<file path="src/rtl/prbs_chk_pkg.sv">
package prbs_chk_pkg;

    localparam int HIST_W = 23;   // longest polynomial
    localparam int UPAT_W = 10;   // user pattern length

    typedef enum logic [1:0] {
        PAT_P7   = 2'b00,
        PAT_P10  = 2'b01,
        PAT_P23  = 2'b10,
        PAT_USER = 2'b11
    } pat_sel_e;

    typedef enum logic [1:0] {
        ST_IDLE,
        ST_SEED,
        ST_VERIFY,
        ST_LOCK
    } sync_st_e;

    // field layout is the control register bit layout
    typedef struct packed {
        pat_sel_e pat;
        logic     inv;
        logic     en;
    } det_cfg_t;

    function automatic int seed_len(pat_sel_e p);
        case (p)
            PAT_P7:  return 7;
            PAT_P10: return 10;
            PAT_P23: return HIST_W;
            default: return UPAT_W;
        endcase
    endfunction

    // h[0] is the most recent bit
    function automatic logic predict(pat_sel_e p, logic [HIST_W-1:0] h);
        case (p)
            PAT_P7:  return h[6] ^ h[5];
            PAT_P10: return h[9] ^ h[6];
            PAT_P23: return h[22] ^ h[17];
            default: return h[UPAT_W-1];
        endcase
    endfunction

    // true when the newest UPAT_W history bits are a rotation of the pattern
    function automatic logic user_hit(logic [HIST_W-1:0] h, logic [UPAT_W-1:0] u);
        logic hit;
        hit = 1'b0;
        for (int k = 0; k < UPAT_W; k++) begin
            logic ok;
            ok = 1'b1;
            for (int j = 0; j < UPAT_W; j++) begin
                if (h[j] != u[(k - j + UPAT_W) % UPAT_W]) ok = 1'b0;
            end
            hit = hit | ok;
        end
        return hit;
    endfunction

endpackage

</file>
<file path="src/rtl/prbs_chk_sync.sv">
module prbs_chk_sync
    import prbs_chk_pkg::*;
#(
    parameter int LOCK_RUN = 16
) (
    input  logic              clk,
    input  logic              rst,
    input  det_cfg_t          cfg,
    input  logic              restart,
    input  logic              ser_in,
    input  logic [UPAT_W-1:0] user_pat,
    input  logic              drop,
    output logic              in_sync,
    output logic              mis_hit
);

    localparam int CNT_W = $clog2(HIST_W + 1);

    sync_st_e          st;
    logic [HIST_W-1:0] hist;
    logic [CNT_W-1:0]  cnt;
    logic              rx, pred, miss;
    logic [HIST_W-1:0] hist_rx, hist_pr;
    logic              seed_full;

    assign rx      = ser_in ^ cfg.inv;
    assign pred    = predict(cfg.pat, hist);
    assign miss    = (rx != pred);
    assign hist_rx = {hist[HIST_W-2:0], rx};
    assign hist_pr = {hist[HIST_W-2:0], pred};
    assign seed_full = (int'(cnt) + 1 >= seed_len(cfg.pat));

    assign in_sync = (st == ST_LOCK);
    assign mis_hit = in_sync && miss;

    always_ff @(posedge clk) begin
        if (rst) begin
            st   <= ST_IDLE;
            hist <= '0;
            cnt  <= '0;
        end else if (restart || !cfg.en) begin
            st  <= ST_IDLE;
            cnt <= '0;
        end else begin
            case (st)
                ST_IDLE: begin
                    st  <= ST_SEED;
                    cnt <= '0;
                end
                ST_SEED: begin
                    hist <= hist_rx;
                    if (seed_full && (cfg.pat != PAT_USER || user_hit(hist_rx, user_pat))) begin
                        st  <= ST_VERIFY;
                        cnt <= '0;
                    end else if (!seed_full) begin
                        cnt <= cnt + 1'b1;
                    end
                end
                ST_VERIFY: begin
                    hist <= hist_rx;
                    if (miss) begin
                        st  <= ST_SEED;
                        cnt <= '0;
                    end else if (cnt == CNT_W'(LOCK_RUN - 1)) begin
                        st  <= ST_LOCK;
                        cnt <= '0;
                    end else begin
                        cnt <= cnt + 1'b1;
                    end
                end
                default: begin
                    hist <= hist_pr;          // free-running after sync
                    if (drop) begin
                        st  <= ST_SEED;
                        cnt <= '0;
                    end
                end
            endcase
        end
    end

endmodule

</file>
<file path="config.mk">
export PLATFORM = sky130hd
export DESIGN_NAME = prbs_chk_sync
export DESIGN_NICKNAME = d
export VERILOG_FILES = /design/src/rtl/prbs_chk_pkg.sv /design/src/rtl/prbs_chk_sync.sv
export SDC_FILE = /design/constraint.sdc
export NUM_CORES = 1
export LEC_CHECK = 0
export ABC_AREA = 1
export BUFFER_PORTS_ARGS = -buffer_cell sky130_fd_sc_hd__buf_4
export CAP_MARGIN = 20
export CORE_UTILIZATION = 45
export CTS_BUF_LIST = sky130_fd_sc_hd__clkbuf_8
export DETAILED_ROUTE_END_ITERATION = 8
export SKIP_LAST_GASP = 1
export SYNTH_ARGS = -nofsm -noshare
export SYNTH_HDL_FRONTEND = slang
export SYNTH_SLANG_ARGS = --single-unit
</file>
<file path="constraint.sdc">
create_clock -name clk -period 4.1 [get_ports clk]
set_clock_uncertainty 0.2 [all_clocks]
set_input_delay 0.615 -clock clk [delete_from_list [all_inputs] [get_ports clk]]
set_output_delay 0.615 -clock clk [all_outputs]
set_load 0.02 [all_outputs]
</file>
Word level (Yosys, flattened, before mapping). Index checks and enable logic that the tools add are counted. Widths: inputs -> output; s select.

Register bits after elaboration: 30. Input bits: 19. Output and inout bits: 2. Logic and storage cells: 289.

Add/sub/neg operators: 2. Magnitude comparators: 1. Equal/unequal tests: 111. Muxes and demuxes: 144. Bitwise gates (word level): 15. Reduce and logical (&&, ||, !) cells: 13.

Operators with widths (number): $mux 1 (130); $ne 1x1->1 (101); $pmux 23 s2 (1); $ge 7x32->1 (1); $mux 5 (5); $pmux 5 s3 (1); $pmux 5 s2 (1); $or 1x1->1 (9); $mux 2 (4); $add 5x1->6 const B (1); $eq 2x2->1 const B (3); $ne 3x3->1 const B (2); $pmux 2 s3 (1); $add 5x1->5 const B (1); $eq 5x4->1 const B (1); $eq 2x1->1 const B (2); $logic_not 2->1 (2); $ne 2x2->1 const B (2); $reduce_and 2->1 (2); $reduce_bool 4->1 (1); $reduce_or 2->1 (2); $xor 1x1->1 (4); $pmux 1 s3 (1); $reduce_and 3->1 (1); 4 further kinds (7).

Longest topological paths before layout. Gate-level depths: netlist of run 1.

Depth after elaboration: 28. Depth in mapped cells: 17. Gate-level depth less buffers: 16.

Worst setup path before layout of run 1. OpenSTA, ideal clock, no wires.

Kind: input port to output port. Start point: in cfg[3] (netlist name). End point: out mis_hit. Data arrival time: 1.658 ns. Required time: 3.285 ns. Path slack: 1.627 ns. Cell stages on the path: 7. Buffers on the path: 0. Path through: inv_1 -> nand2_1 -> o21ai_1 -> a21oi_1 -> o21ai_1 -> nand3_1 -> a21boi_0.

Longest elaborated chain between the ends: 4. Elaborated cells between the ends (all ways): 6. Those cells by class: 3 x eq/ne; 1 x mux; 2 x reduce/logical.

Ends and longest elaborated chain: start: declaration (line prbs_chk_sync.sv:8) `input det_cfg_t cfg,`; $eq 2x2->1, or another cell as far along (line prbs_chk_pkg.sv:38) `case (p)`; $pmux 1 s3 * (line prbs_chk_pkg.sv:38); $ne 1x1->1 * (line prbs_chk_sync.sv:28) `assign miss = (rx != pred);`; $logic_and 1x1->1 * (line prbs_chk_sync.sv:34) `assign mis_hit = in_sync && miss;`; end: declaration (line prbs_chk_sync.sv:14) `output logic mis_hit`.

Mark *: on every way between the ends. The rest lies on a longest branch, timed or not.

Worst setup path in the final report of run 1.
Start point: reg hist[5]. End point: out mis_hit.

Longest elaborated chain between the ends: 4.

Ends and longest elaborated chain: start: declaration (line prbs_chk_sync.sv:20) `logic [HIST_W-1:0] hist;`; start signal: assignment (line prbs_chk_sync.sv:51) `hist <= hist_rx;`; start signal: assignment (line prbs_chk_sync.sv:60) `hist <= hist_rx;`; start signal: assignment (line prbs_chk_sync.sv:72) `hist <= hist_pr;`; $xor 1x1->1 (line prbs_chk_pkg.sv:39) `PAT_P7: return h[6] ^ h[5];`; $pmux 1 s3 (line prbs_chk_pkg.sv:38); $ne 1x1->1 (line prbs_chk_sync.sv:28); $logic_and 1x1->1 (line prbs_chk_sync.sv:34).

No other way between the ends.

==> results of run 1 <==
where the power goes:
part / internal, W / switching (W)
clock: 0.000135 / 0.000113
combinational: 0.0000717 / 0.000138
sequential: 0.000298 / 0.0000132
total: 0.000504 / 0.000264
worst max-delay path, stage by stage, from the launching register on:
cell	delay [ns]
sky130_fd_sc_hd__dfxtp_1	0.73
sky130_fd_sc_hd__nand2_1	0.11
sky130_fd_sc_hd__o21ai_1	0.12
sky130_fd_sc_hd__a21oi_1	0.08
sky130_fd_sc_hd__o21ai_1	0.13
sky130_fd_sc_hd__nand3_1	0.11
sky130_fd_sc_hd__a21boi_0	0.29
sky130_fd_sc_hd__buf_4	0.20
kinds of logic (layout without fill, tap and decap cells):
kind of cell,after synthesis,after routing
and+or+nand+nor,423,423
buffers and inverters,82,80
AOI/OAI and AO/OA,55,55
DFF,30,30
xor gates and xnor gates,22,22
adders and majority gates,12,12
cells in the mapped netlist:
| cell type | instances |
|---|---|
| sky130_fd_sc_hd__nand2_1 | 294 |
| sky130_fd_sc_hd__nor2_1 | 80 |
| sky130_fd_sc_hd__inv_1 | 37 |
| sky130_fd_sc_hd__dfxtp_1 | 30 |
| sky130_fd_sc_hd__o21ai_0 | 26 |
| sky130_fd_sc_hd__a21oi_1 | 22 |
| sky130_fd_sc_hd__nand3_1 | 22 |
| sky130_fd_sc_hd__xnor2_1 | 18 |
| sky130_fd_sc_hd__inv_2 | 14 |
| sky130_fd_sc_hd__buf_2 | 13 |
| sky130_fd_sc_hd__ha_1 | 12 |
| sky130_fd_sc_hd__clkbuf_1 | 7 |
| sky130_fd_sc_hd__nand2_2 | 7 |
| sky130_fd_sc_hd__buf_4 | 6 |
| sky130_fd_sc_hd__nand4_1 | 6 |
| sky130_fd_sc_hd__buf_6 | 5 |
| sky130_fd_sc_hd__xor2_1 | 4 |
| sky130_fd_sc_hd__nand3_2 | 3 |
| sky130_fd_sc_hd__o21ai_1 | 3 |
| sky130_fd_sc_hd__a21boi_0 | 2 |
| sky130_fd_sc_hd__nand2_4 | 2 |
| sky130_fd_sc_hd__nor2_4 | 2 |
| sky130_fd_sc_hd__nor3_1 | 2 |
| sky130_fd_sc_hd__a22oi_1 | 1 |
| sky130_fd_sc_hd__a31oi_1 | 1 |
| sky130_fd_sc_hd__nand3b_1 | 1 |
| sky130_fd_sc_hd__nor2_2 | 1 |
| sky130_fd_sc_hd__nor3b_1 | 1 |
| sky130_fd_sc_hd__or2_0 | 1 |
| sky130_fd_sc_hd__or4_1 | 1 |
registers in the layout, indices dropped and copies added, names as in the netlist:
register / count
st: 2
cnt: 5
hist: 23
metal layers:
layer	global-route usage [%]	part of all wire [%]	wire, µm
met3	3.11	5.5	569
met2	49.2	48	4950
met4	14.8	3.6	377
met1	34.5	43	4510
met5	0	0	0
worst min-delay path by stage:
| stage | start | end | slack (ns) |
|---|---|---|---|
| after floorplan | hist[22] | hist[22] | 0.24 |
| after global placement | hist[20] | hist[21] | 0.26 |
| after detailed placement | hist[11] | hist[12] | 0.27 |
| after CTS | hist[22] | hist[22] | 0.28 |
| after global routing | hist[20] | hist[21] | 0.31 |
| final | hist[22] | hist[22] | 0.28 |
per-stage QoR:
step	setup WS, ns	std cells	cell area [µm²]	util [%]
floorplan	1.63	624	3330	-
global placement	1.50	710	3420	48.9
detailed placement	1.51	710	3420	48.9
CTS	1.27	718	3510	50.3
global route	1.07	718	3510	50.3
finish	1.24	718	3510	50.3
layout by cell type, fill, tap and decap left out, types with 2 or more instances in the layout:
cell / Yosys / routed
sky130_fd_sc_hd__clkbuf_8: 0 / 6
sky130_fd_sc_hd__nand2_2: 7 / 7
sky130_fd_sc_hd__inv_1: 37 / 37
sky130_fd_sc_hd__o21ai_1: 3 / 3
sky130_fd_sc_hd__nor2_1: 80 / 80
sky130_fd_sc_hd__dfxtp_1: 30 / 30
sky130_fd_sc_hd__nor2_4: 2 / 2
sky130_fd_sc_hd__xnor2_1: 18 / 18
sky130_fd_sc_hd__o21ai_0: 26 / 26
sky130_fd_sc_hd__a21oi_1: 22 / 22
sky130_fd_sc_hd__nand3_2: 3 / 3
sky130_fd_sc_hd__buf_4: 6 / 21
sky130_fd_sc_hd__nand4_1: 6 / 6
sky130_fd_sc_hd__nand2_1: 294 / 294
sky130_fd_sc_hd__nand2_4: 2 / 2
sky130_fd_sc_hd__a21boi_0: 2 / 2
sky130_fd_sc_hd__inv_2: 14 / 14
sky130_fd_sc_hd__xor2_1: 4 / 4
sky130_fd_sc_hd__ha_1: 12 / 12
sky130_fd_sc_hd__nand3_1: 22 / 22
cell type report:
| type | count | share of cell area [%] |
|---|---|---|
| multi-input combinational | 512 | 66.8 |
| timing repair buffer | 21 | 4.49 |
| tap | 96 | 3.42 |
| clock buffer | 6 | 2.35 |
| clock inverter | 2 | 0.356 |
| sequential | 30 | 17.1 |
| inverter | 51 | 5.45 |
==> parameters.txt, run 1 <==
Parameter                              Value

Outcome
  Status ... finished clean

Clock network
  Number of clock buffers inserted by TritonCTS ... 5
  PostCTS Resize Cnt ... 0
  CTS tree ... done
  Clock root buffer master ... sky130_fd_sc_hd__clkbuf_8
  Clk slew on worst S/H paths ... 0.07 ns
  Number of H-tree branching levels ... 2
  Bufs on Longest Clock Path ... 2
  Setup Buffers After CTS ... 0
  Clock network latency to the later pin of the worst-skew pair ... 0.28 ns
  Total of hold buffers inserted after clock tree synthesis ... 0
  CTS sink count ... 30

Critical path
  Maximum fanout count along the critical path ... 13
  Worst r2r src ... hist[5]
  Beginning of the critical path ... hist[5]
  Number of cell instances on the worst register-to-register path ... 14
  Capture point of the critical path ... mis_hit
  Worst EP arrival ... 2.05 ns
  Required time of the critical path ... 3.28 ns
  Worst r2r dst ... cnt[2]
  Slack of the worst reg-to-reg path ... 1.49 ns
  CP startpoint kind ... register
  Type of the worst setup path ... register to output port
  Kind of end point of the critical path ... output port

Logic synthesis
  Largest family of logic cells by synthesized area ... simple AND/OR/NAND/NOR gates
  Fraction of the mapped netlist area in adder cells ... 4.51%
  Number of synthesized register bits ... 30
  Yosys top cell by area ... sky130_fd_sc_hd__nand2_1
  Post-synthesis sequential area ratio ... 18.1%
  Unique masters post-synth ... 30
  Cell Area, Synth ... 0.00333 mm²
  Post-synthesis xor/xnor area fraction ... 5.79%
  Complex-gate fraction of the synthesized area ... 8.54%
  Simple logic cell fraction of the synthesized area ... 51.6%
  Mux cell area share after synthesis ... 0%
  Number of warnings reported in the yosys synthesis log ... 0
  Net count after synthesis ... 655
  Number of standard cells after synthesis ... 624
  Top cell type's share of synthesized area ... 33.2%
  Post-synthesis average cell area ... 5.33 µm²
  Top area cells in the synthesized netlist ... sky130_fd_sc_hd__nand2_1 33%, sky130_fd_sc_hd__dfxtp_1 18%, sky130_fd_sc_hd__nor2_1 9.0%

Floorplanning
  Height of the die ... 88.0 µm
  Horizontal die dimension ... 88.0 µm
  Die Area ... 0.00774 mm²
  Number of top-level design ports ... 21
  Std cell rows ... 30
  Placeable Area ... 0.00698 mm²
  Initial standard-cell utilization of the core ... 47.7%

Timing
  Shortest period the worst path allows ... 2.86 ns
  Worst hold slack after final layout ... 0.280 ns
  Total Negative Setup Slacks ... 0 ns
  Count of endpoints failing setup in the final report ... 0
  Maximum frequency from static timing analysis ... 349 MHz
  Number of hold violations in the final report ... 0
  Tcrit/Tclk final ... 69.8%
  Tightest Pin Transition ... 0.652 ns
  Unrepaired setup endpoints after global routing ... false
  Worst relative slew slack ... 56.5%
  Number of slew-limit violations in the final report ... 0

Power
  Total design power ... 0.000769 W
  Power per standard cell area ... 219 mW/mm²
  Worst ir drop on vdd ... 0.209 mV
  Static power due to leakage ... 1.82 nW

Placed design
  IO Port Bufs ... 20
  Placer's final routability congestion estimate ... 0.916
  Total half-perimeter wirelength after legalization and detailed placement ... 7240 µm

Global routing
  GRT Residual Overflow ... 0
  Initial antenna violation count ... 0
  Global-route wire length before repair ... 16,600 µm
  Largest net degree at the start of global routing ... 35
  Overall fraction of global-route tracks in use ... 28.4%
  Vias in the first global route ... 3,398

Drt
  Wire length after detailed routing ... 10,400 µm
  ANT nets after route ... 0
  Number of DRC markers in iteration 0 ... 292
  Mean routed wirelength per cell ... 14.5 µm
  Initial DRT Pass Iterations ... 5
  Total vias in the final route ... 3,659
  Total DRC errors in the routed layout ... 0
  Via-per-instance ratio ... 5.10

Cells and area
  Combined area of the multi-input logic cells ... 0.00235 mm²
  Number of nets in the layout ... 652
  Number of filler instances in the final layout ... 791
  FF/Latch Area ... 601 µm²
  Share of cells above drive strength 1 ... 9.49%
  Area growth syn-to-layout ... 5.57%
  Ant. Diodes ... 0

Min path
  Hold Path Depth ... 2
  HP Class ... register to register

Flow run
  Number of violations of the max-capacitance limit ... 0
No activity file was read; power rests on OpenSTA's default activity.
==> run 2, diff against run 1 <==
--- a/config.mk
+++ b/config.mk
@@ -5,7 +5,7 @@
 export SDC_FILE = /design/constraint.sdc
 export NUM_CORES = 1
 export LEC_CHECK = 0
-export ABC_AREA = 1
+export ABC_AREA = 0
 export BUFFER_PORTS_ARGS = -buffer_cell sky130_fd_sc_hd__buf_4
 export CAP_MARGIN = 20
 export CORE_UTILIZATION = 45
==> constraint.sdc (replaced) <==
create_clock -name clk -period 2.95 [get_ports clk]
set_clock_uncertainty 0.2 [all_clocks]
set_input_delay 0.4425 -clock clk [delete_from_list [all_inputs] [get_ports clk]]
set_output_delay 0.4425 -clock clk [all_outputs]
set_load 0.02 [all_outputs]
==> run 2 against run 1 <==
Effect of this change:
- die area fell by 17%
- first-iteration DRC count is 68% lower
- clock power up 36%
- worst hold slack got worse by 0.030 ns
- via count down 37%
- utilization rose by 1.4 points
- sequential share of layout area up 2.5 points
- synthesized area is 17% lower
- critical endpoint is now cnt[2]
- largest cell class unchanged
==> parameters.txt, run 2 <==
Parameter                              Value

Global routing
  Initial antenna violation count ... 0 (unchanged)
  Vias in the first global route ... 2,042 (was 3,398)
  Global-route wire length before repair ... 10,300 µm (was 16,600 µm)
  Overall fraction of global-route tracks in use ... 20.6% (was 28.4%)
  GRT Residual Overflow ... 0 (unchanged)
  Largest net degree at the start of global routing ... 26 (was 35)

Logic synthesis
  Number of warnings reported in the yosys synthesis log ... 0 (unchanged)
  Async set-or-reset flop fraction in the synthesized netlist ... 0% (unchanged)
  Unique masters post-synth ... 40 (was 30)
  Top cell type's share of synthesized area ... 32.6% (was 33.2%)
  Most common cell in the synthesized netlist ... sky130_fd_sc_hd__xnor2_1 (was sky130_fd_sc_hd__nand2_1)
  Count of flip-flops with a built-in enable after synthesis ... 0 (unchanged)
  Post-synthesis sequential area ratio ... 21.7% (was 18.1%)
  Cell Area, Synth ... 0.00277 mm² (was 0.00333 mm²)
  Post-synthesis average cell area ... 7.77 µm² (was 5.33 µm²)
  Commonest cells post-synth ... 103 x sky130_fd_sc_hd__xnor2_1, 63 x sky130_fd_sc_hd__nand2_1, 30 x sky130_fd_sc_hd__dfxtp_1 (was 294 x sky130_fd_sc_hd__nand2_1, 80 x sky130_fd_sc_hd__nor2_1, 37 x sky130_fd_sc_hd__inv_1)
  Yosys top cell by area ... sky130_fd_sc_hd__xnor2_1 (was sky130_fd_sc_hd__nand2_1)
  Number of standard cells after synthesis ... 356 (was 624)
  Top area cells in the synthesized netlist ... sky130_fd_sc_hd__xnor2_1 33%, sky130_fd_sc_hd__dfxtp_1 22%, sky130_fd_sc_hd__nand2_1 8.6% (was sky130_fd_sc_hd__nand2_1 33%, sky130_fd_sc_hd__dfxtp_1 18%, sky130_fd_sc_hd__nor2_1 9.0%)
  Net count after synthesis ... 387 (was 655)
  Dominant register cell in the synthesized netlist ... sky130_fd_sc_hd__dfxtp_1 (unchanged)
  Number of synthesized register bits ... 30 (unchanged)

Clock network
  PostCTS Resize Cnt ... 0 (unchanged)
  Clk slew on worst S/H paths ... 0.06 ns (was 0.07 ns)
  Clock network latency to the later pin of the worst-skew pair ... 0.28 ns (about the same)
  Bufs on Longest Clock Path ... 2 (unchanged)
  Clock root buffer master ... sky130_fd_sc_hd__clkbuf_8 (unchanged)
  Number of clock buffers inserted by TritonCTS ... 5 (unchanged)
  CTS sink count ... 30 (unchanged)
  Total of hold buffers inserted after clock tree synthesis ... 0 (unchanged)
  CTS tree ... done (unchanged)
  Number of H-tree branching levels ... 2 (unchanged)
  Setup Buffers After CTS ... 0 (unchanged)

Placed design
  Total half-perimeter wirelength after legalization and detailed placement ... 4370 µm (was 7240 µm)
  IO Port Bufs ... 20 (unchanged)
  Placer's final routability congestion estimate ... 0.828 (was 0.916)
  Worst-case setup slack after placement ... 0.185 ns (was 1.51 ns)
  Count of placed standard cells including taps ... 435 (was 710)

Critical path
  Type of the worst setup path ... register to register (was register to output port)
  Worst EP arrival ... 2.64 ns (was 2.05 ns)
  Top cell by count, worst path ... sky130_fd_sc_hd__ha_1 (was sky130_fd_sc_hd__o21ai_1)
  Ordered cell list for the critical path ... ha_1, xor2_1, ha_1, a31o_2, a21oi_1, o221ai_2, or2_2, o31ai_4, nand2b_1, o22ai_1 (was nand2_1, o21ai_1, a21oi_1, o21ai_1, nand3_1, a21boi_0, buf_4)
  Crit path buffers/inverters ... 0 (was 1)
  Kind of end point of the critical path ... register (was output port)
  Maximum fanout count along the critical path ... 4 (was 13)
  CP startpoint kind ... register (unchanged)
  Slowest cell on the critical path ... sky130_fd_sc_hd__dfxtp_1 (unchanged)
  Largest incremental delay on the critical path ... 0.40 ns (was 0.73 ns)
  Required time of the critical path ... 2.96 ns (was 3.28 ns)
  Top cell family by delay on the critical path ... compound AO/OA/AOI/OAI gates (was flip-flops)

Cells and area
  Combined area of the multi-input logic cells ... 0.00196 mm² (was 0.00235 mm²)
  Number of nets in the layout ... 398 (was 652)
  Number of filler instances in the final layout ... 585 (was 791)
  Biggest register ... hist (unchanged)
  Max reg flops ... 23 (unchanged)
  Commonest non-fill, non-tap cells in the layout ... 103 x sky130_fd_sc_hd__xnor2_1, 63 x sky130_fd_sc_hd__nand2_1, 35 x sky130_fd_sc_hd__buf_4 (was 294 x sky130_fd_sc_hd__nand2_1, 80 x sky130_fd_sc_hd__nor2_1, 37 x sky130_fd_sc_hd__inv_1)
  FF/Latch Area ... 601 µm² (unchanged)
  Filler-free cell count of the finished design ... 443 (was 718)
  Ant. Diodes ... 0 (unchanged)
  Share of cells above drive strength 1 ... 14.7% (was 9.49%)
  Largest regs ... hist (23), cnt (5), st (2) (unchanged)
  Area growth syn-to-layout ... 10.8% (was 5.57%)
  Final design utilization ... 51.8% (was 50.3%)
  Most common cell after layout, fill and taps aside ... sky130_fd_sc_hd__xnor2_1 (was sky130_fd_sc_hd__nand2_1)

Floorplanning
  Placeable Area ... 0.00592 mm² (was 0.00698 mm²)
  Std cell rows ... 28 (was 30)
  Height of the die ... 80.4 µm (was 88.0 µm)
  Number of top-level design ports ... 21 (unchanged)
  Initial standard-cell utilization of the core ... 46.7% (was 47.7%)
  Horizontal die dimension ... 80.4 µm (was 88.0 µm)
  Die Area ... 0.00646 mm² (was 0.00774 mm²)

Timing
  Number of hold violations in the final report ... 0 (unchanged)
  Tcrit/Tclk final ... 89.3%
  Count of endpoints failing setup in the final report ... 0 (unchanged)
  Worst relative slew slack ... 59.4% (was 56.5%)
  Maximum frequency from static timing analysis ... 380 MHz
  Unrepaired setup endpoints after global routing ... false (unchanged)
  Total Negative Setup Slacks ... 0 ns (unchanged)
  Number of slew-limit violations in the final report ... 0 (unchanged)
  Tightest Pin Transition ... 0.608 ns (was 0.652 ns)
  Shortest period the worst path allows ... 2.63 ns
  Final critical-path setup slack ... 0.317 ns (was 1.24 ns)

Drt
  Via-per-instance ratio ... 5.17 (was 5.10)
  Total DRC errors in the routed layout ... 0 (unchanged)
  Initial DRT Pass Iterations ... 4 (was 5)
  ANT nets after route ... 0 (unchanged)
  Total vias in the final route ... 2,289 (was 3,659)
  Wire length after detailed routing ... 6090 µm (was 10,400 µm)
  Number of DRC markers in iteration 0 ... 94 (was 292)
  Mean routed wirelength per cell ... 13.7 µm (was 14.5 µm)

Flow run
  Number of violations of the max-capacitance limit ... 0 (unchanged)

Outcome
  Status ... finished clean (unchanged)

Power
  Total design power ... 0.000925 W (was 0.000769 W)
  Worst ir drop on vdd ... 0.194 mV (was 0.209 mV)
  Power per standard cell area ... 302 mW/mm² (was 219 mW/mm²)
  Static power due to leakage ... 0.963 nW (was 1.82 nW)

Min path
  HP Class ... register to register (unchanged)
run 2: worst register-to-register path, cell delays in order (launching register included):
cell and delay [ns]:
sky130_fd_sc_hd__dfxtp_1 0.40, sky130_fd_sc_hd__ha_1 0.26, sky130_fd_sc_hd__xor2_1 0.17, sky130_fd_sc_hd__ha_1 0.24
sky130_fd_sc_hd__a31o_2 0.22, sky130_fd_sc_hd__a21oi_1 0.17, sky130_fd_sc_hd__o221ai_2 0.17, sky130_fd_sc_hd__or2_2 0.34
sky130_fd_sc_hd__o31ai_4 0.07, sky130_fd_sc_hd__nand2b_1 0.15, sky130_fd_sc_hd__o22ai_1 0.16
run 2: final timing paths:
check              to  cells after the start  slack (ns)  startpoint
min reg2reg  hist[20]                      2        0.25    hist[19]
max            cnt[2]                     10        0.32      cnt[0]
max reg2reg    cnt[2]                     10        0.32      cnt[0]
min          hist[20]                      2        0.25    hist[19]
run 2: final cells by class:
cell class | instances | share of cell area (%)
multi-input cells | 279 | 63.8
flip-flops and latches | 30 | 19.6
repair buffers | 35 | 8.57
well taps | 75 | 3.06
clock buffers | 6 | 2.69
inverters | 16 | 1.96
clock inverters | 2 | 0.286
run 2: per-layer routing:
metal / up-vias / global-route usage [%] / routed length, µm
met1: 1072 / 29.2 / 3070
met3: 9 / 3.75 / 168
met2: 26 / 31.9 / 2780
met5: - / 0 / 0
met4: 0 / 4.82 / 65
li1: 1182 / - / -
run 2: kinds of logic after synthesis:
group                    count (synthesis)  share of synthesized area, %
AO/OA/AOI/OAI                           41                          10.3
XOR/XNOR                               105                          33.5
adder cells (fa/ha/maj)                 12                          5.43
buffers and inverters                   47                          7.78
flip-flops                              30                          21.7
multiplexers                             2                         0.724
AND/OR/NAND/NOR                        119                          20.5
run 2: through the flow:
step / hold slack [ns] / area (µm²)
after floorplan: 0.232 / 2770
after global placement: 0.238 / 2970
after detailed placement: 0.244 / 2970
after CTS: 0.254 / 3060
after global routing: 0.268 / 3060
final: 0.249 / 3060
run 2: power breakdown:
group	leakage, nW	switching (W)	internal (W)
clock network	0.0524	0.000152	0.000184
logic	0.669	0.0000945	0.0000872
registers	0.242	0.000000901	0.000406
total	0.963	0.000248	0.000677
==> run 3, diff against run 2 <==
--- a/config.mk
+++ b/config.mk
@@ -6,7 +6,7 @@
 export NUM_CORES = 1
 export LEC_CHECK = 0
 export ABC_AREA = 0
-export BUFFER_PORTS_ARGS = -buffer_cell sky130_fd_sc_hd__buf_4
+export BUFFER_PORTS_ARGS = -buffer_cell sky130_fd_sc_hd__buf_2
 export CAP_MARGIN = 20
 export CORE_UTILIZATION = 45
 export CTS_BUF_LIST = sky130_fd_sc_hd__clkbuf_8
==> run 3 against run 2 <==
Effect of this change:
- routed wire length grew 1.5%
- highest routed layer unchanged
- cell count shrank 0.68%
- non-clock buffer count shrank 1
- clock-buffer cell count is the same
- first-iteration DRC count grew 6.4%
- maximum frequency shrank 4.0%
==> parameters.txt, run 3 (synthesis results as in run 2) <==
Parameter                              Value

Drt
  Total DRC errors in the routed layout ... 0 (unchanged)
  Total vias in the final route ... 2,291 (was 2,289)
  Mean routed wirelength per cell ... 14.0 µm (was 13.7 µm)
  Wire length after detailed routing ... 6180 µm (was 6090 µm)
  ANT nets after route ... 0 (unchanged)
  Number of DRC markers in iteration 0 ... 100 (was 94)
  Via-per-instance ratio ... 5.21 (was 5.17)
  Initial DRT Pass Iterations ... 4 (unchanged)

Cells and area
  Commonest non-fill, non-tap cells in the layout ... 103 x sky130_fd_sc_hd__xnor2_1, 63 x sky130_fd_sc_hd__nand2_1, 30 x sky130_fd_sc_hd__dfxtp_1 (was 103 x sky130_fd_sc_hd__xnor2_1, 63 x sky130_fd_sc_hd__nand2_1, 35 x sky130_fd_sc_hd__buf_4)
  Area growth syn-to-layout ... 8.19% (was 10.8%)
  Filler-free cell count of the finished design ... 440 (was 443)
  Biggest register ... hist (unchanged)
  Ant. Diodes ... 0 (unchanged)
  Largest regs ... hist (23), cnt (5), st (2) (unchanged)
  Max reg flops ... 23 (unchanged)
  Share of cells above drive strength 1 ... 14.0% (was 14.7%)
  Most common cell after layout, fill and taps aside ... sky130_fd_sc_hd__xnor2_1 (unchanged)
  Number of nets in the layout ... 397 (was 398)

Clock network
  Setup Buffers After CTS ... 0 (unchanged)
  Bufs on Longest Clock Path ... 2 (unchanged)
  Clock network latency to the later pin of the worst-skew pair ... 0.28 ns (about the same)
  CTS sink count ... 30 (unchanged)
  Clk slew on worst S/H paths ... 0.06 ns (about the same)
  Clock root buffer master ... sky130_fd_sc_hd__clkbuf_8 (unchanged)
  Number of clock buffers inserted by TritonCTS ... 5 (unchanged)
  Total of hold buffers inserted after clock tree synthesis ... 0 (unchanged)
  Number of H-tree branching levels ... 2 (unchanged)
  CTS tree ... done (unchanged)
  PostCTS Resize Cnt ... 0 (unchanged)

Placed design
  Count of placed standard cells including taps ... 434 (was 435)
  IO Port Bufs ... 20 (unchanged)
  Placer's final routability congestion estimate ... 0.824 (was 0.828)
  Total half-perimeter wirelength after legalization and detailed placement ... 4420 µm (was 4370 µm)

Critical path
  CP startpoint kind ... register (unchanged)
  Number of cell instances on the worst register-to-register path ... 12 (was 10)
  Type of the worst setup path ... register to register (unchanged)
  Required time of the critical path ... 2.96 ns (about the same)
  Worst EP arrival ... 2.76 ns (was 2.64 ns)
  Kind of end point of the critical path ... register (unchanged)
  Maximum fanout count along the critical path ... 4 (unchanged)

Timing
  Maximum frequency from static timing analysis ... 365 MHz (was 380 MHz)
  Tcrit/Tclk final ... 93.0% (was 89.3%)
  Tightest Pin Transition ... 0.609 ns (was 0.608 ns)
  Total Negative Setup Slacks ... 0 ns (unchanged)
  Count of endpoints failing setup in the final report ... 0 (unchanged)
  Worst relative slew slack ... 59.3% (was 59.4%)
  Number of hold violations in the final report ... 0 (unchanged)
  Unrepaired setup endpoints after global routing ... false (unchanged)
  Number of slew-limit violations in the final report ... 0 (unchanged)
  Shortest period the worst path allows ... 2.74 ns (was 2.63 ns)

Floorplanning
  Std cell rows ... 28 (unchanged)
  Number of top-level design ports ... 21 (unchanged)
  Die Area ... 0.00646 mm² (unchanged)
  Initial standard-cell utilization of the core ... 46.7% (unchanged)
  Horizontal die dimension ... 80.4 µm (unchanged)
  Placeable Area ... 0.00592 mm² (unchanged)
  Height of the die ... 80.4 µm (unchanged)

Global routing
  Global-route wire length before repair ... 10,400 µm (was 10,300 µm)
  Initial antenna violation count ... 0 (unchanged)
  GRT Residual Overflow ... 0 (unchanged)
  Vias in the first global route ... 2,103 (was 2,042)
  Overall fraction of global-route tracks in use ... 20.8% (was 20.6%)
  Largest net degree at the start of global routing ... 26 (unchanged)

Power
  Worst ir drop on vdd ... 0.251 mV (was 0.194 mV)
  Switching power ... 0.000237 W (was 0.000248 W)
  Static power due to leakage ... 0.933 nW (was 0.963 nW)
  Power per standard cell area ... 301 mW/mm² (was 302 mW/mm²)
  Part of the power in combinational logic ... 19.1% (was 19.6%)
  Fraction of power spent switching nets ... 26.4% (was 26.8%)
  Internal Power ... 0.000663 W (was 0.000677 W)
  Part of the total power dissipated in the clock network ... 35.7% (was 36.4%)
  Seq pwr share ... 45.2% (was 44.0%)

Flow run
  Number of violations of the max-capacitance limit ... 0 (unchanged)

Min path
  HP Class ... register to register (unchanged)
  Hold Path Depth ... 2 (unchanged)

Outcome
  Status ... finished clean (unchanged)
==> run 3: worst paths after layout <==
path	start	end	slack [ns]
setup / recovery	cnt[0]	st[1]	0.21
hold / removal	hist[16]	hist[17]	0.25
setup reg to reg	cnt[0]	st[1]	0.21
hold reg to reg	hist[16]	hist[17]	0.25
==> run 3: metrics by stage <==
| step | setup slack, ns | hold WS [ns] | total power [W] | util (%) | area, µm² |
|---|---|---|---|---|---|
| detailed placement | 0.228 | 0.244 | 0.000588 | 49.1 | 2910 |
| global placement | 0.278 | 0.238 | 0.000586 | 49.1 | 2910 |
| finish | 0.207 | 0.246 | 0.000900 | 50.5 | 2990 |
| floorplan | 0.411 | 0.232 | 0.000558 | - | 2770 |
| CTS | 0.209 | 0.250 | 0.000912 | 50.5 | 2990 |
| global route | 0.00134 | 0.270 | 0.000940 | 50.5 | 2990 |
==> run 3: layer usage <==
| metal | up-vias | global-route usage, % | wire, µm |
|---|---|---|---|
| met4 | 0 | 4.82 | 43 |
| met1 | 1079 | 29.5 | 3170 |
| met5 | - | 0 | 0 |
| met3 | 6 | 3.75 | 155 |
| li1 | 1178 | - | - |
| met2 | 28 | 32.5 | 2810 |
==> run 3: power groups by stage <==
stage	Combinational, W	Clock [W]	Sequential, W
after detailed placement	0.000172	0	0.000416
final	0.000172	0.000321	0.000407
after global placement	0.000170	0	0.000416
after global routing	0.000188	0.000346	0.000407
after CTS	0.000173	0.000332	0.000407
after floorplan	0.000143	0	0.000415
==> run 3: worst max-delay path, stage by stage (launching register included) <==
cell	delay (ns)
sky130_fd_sc_hd__dfxtp_1	0.34
sky130_fd_sc_hd__ha_1	0.26
sky130_fd_sc_hd__nand3_1	0.12
sky130_fd_sc_hd__inv_1	0.05
sky130_fd_sc_hd__ha_1	0.28
sky130_fd_sc_hd__inv_1	0.04
sky130_fd_sc_hd__ha_1	0.26
sky130_fd_sc_hd__inv_1	0.03
sky130_fd_sc_hd__o221ai_1	0.36
sky130_fd_sc_hd__o21ai_0	0.22
sky130_fd_sc_hd__a211oi_4	0.24
sky130_fd_sc_hd__o211ai_1	0.13
sky130_fd_sc_hd__a21oi_1	0.14
==> run 3: cell type report <==
cell class                      instances  area [µm²]
Clock buffer                            6        82.6
Inverter                               16        60.1
Fill cell                             591        2930
Multi-Input combinational cell        279        1950
Tap cell                               75        93.8
Timing Repair Buffer                   34         205
Sequential cell                        30         601
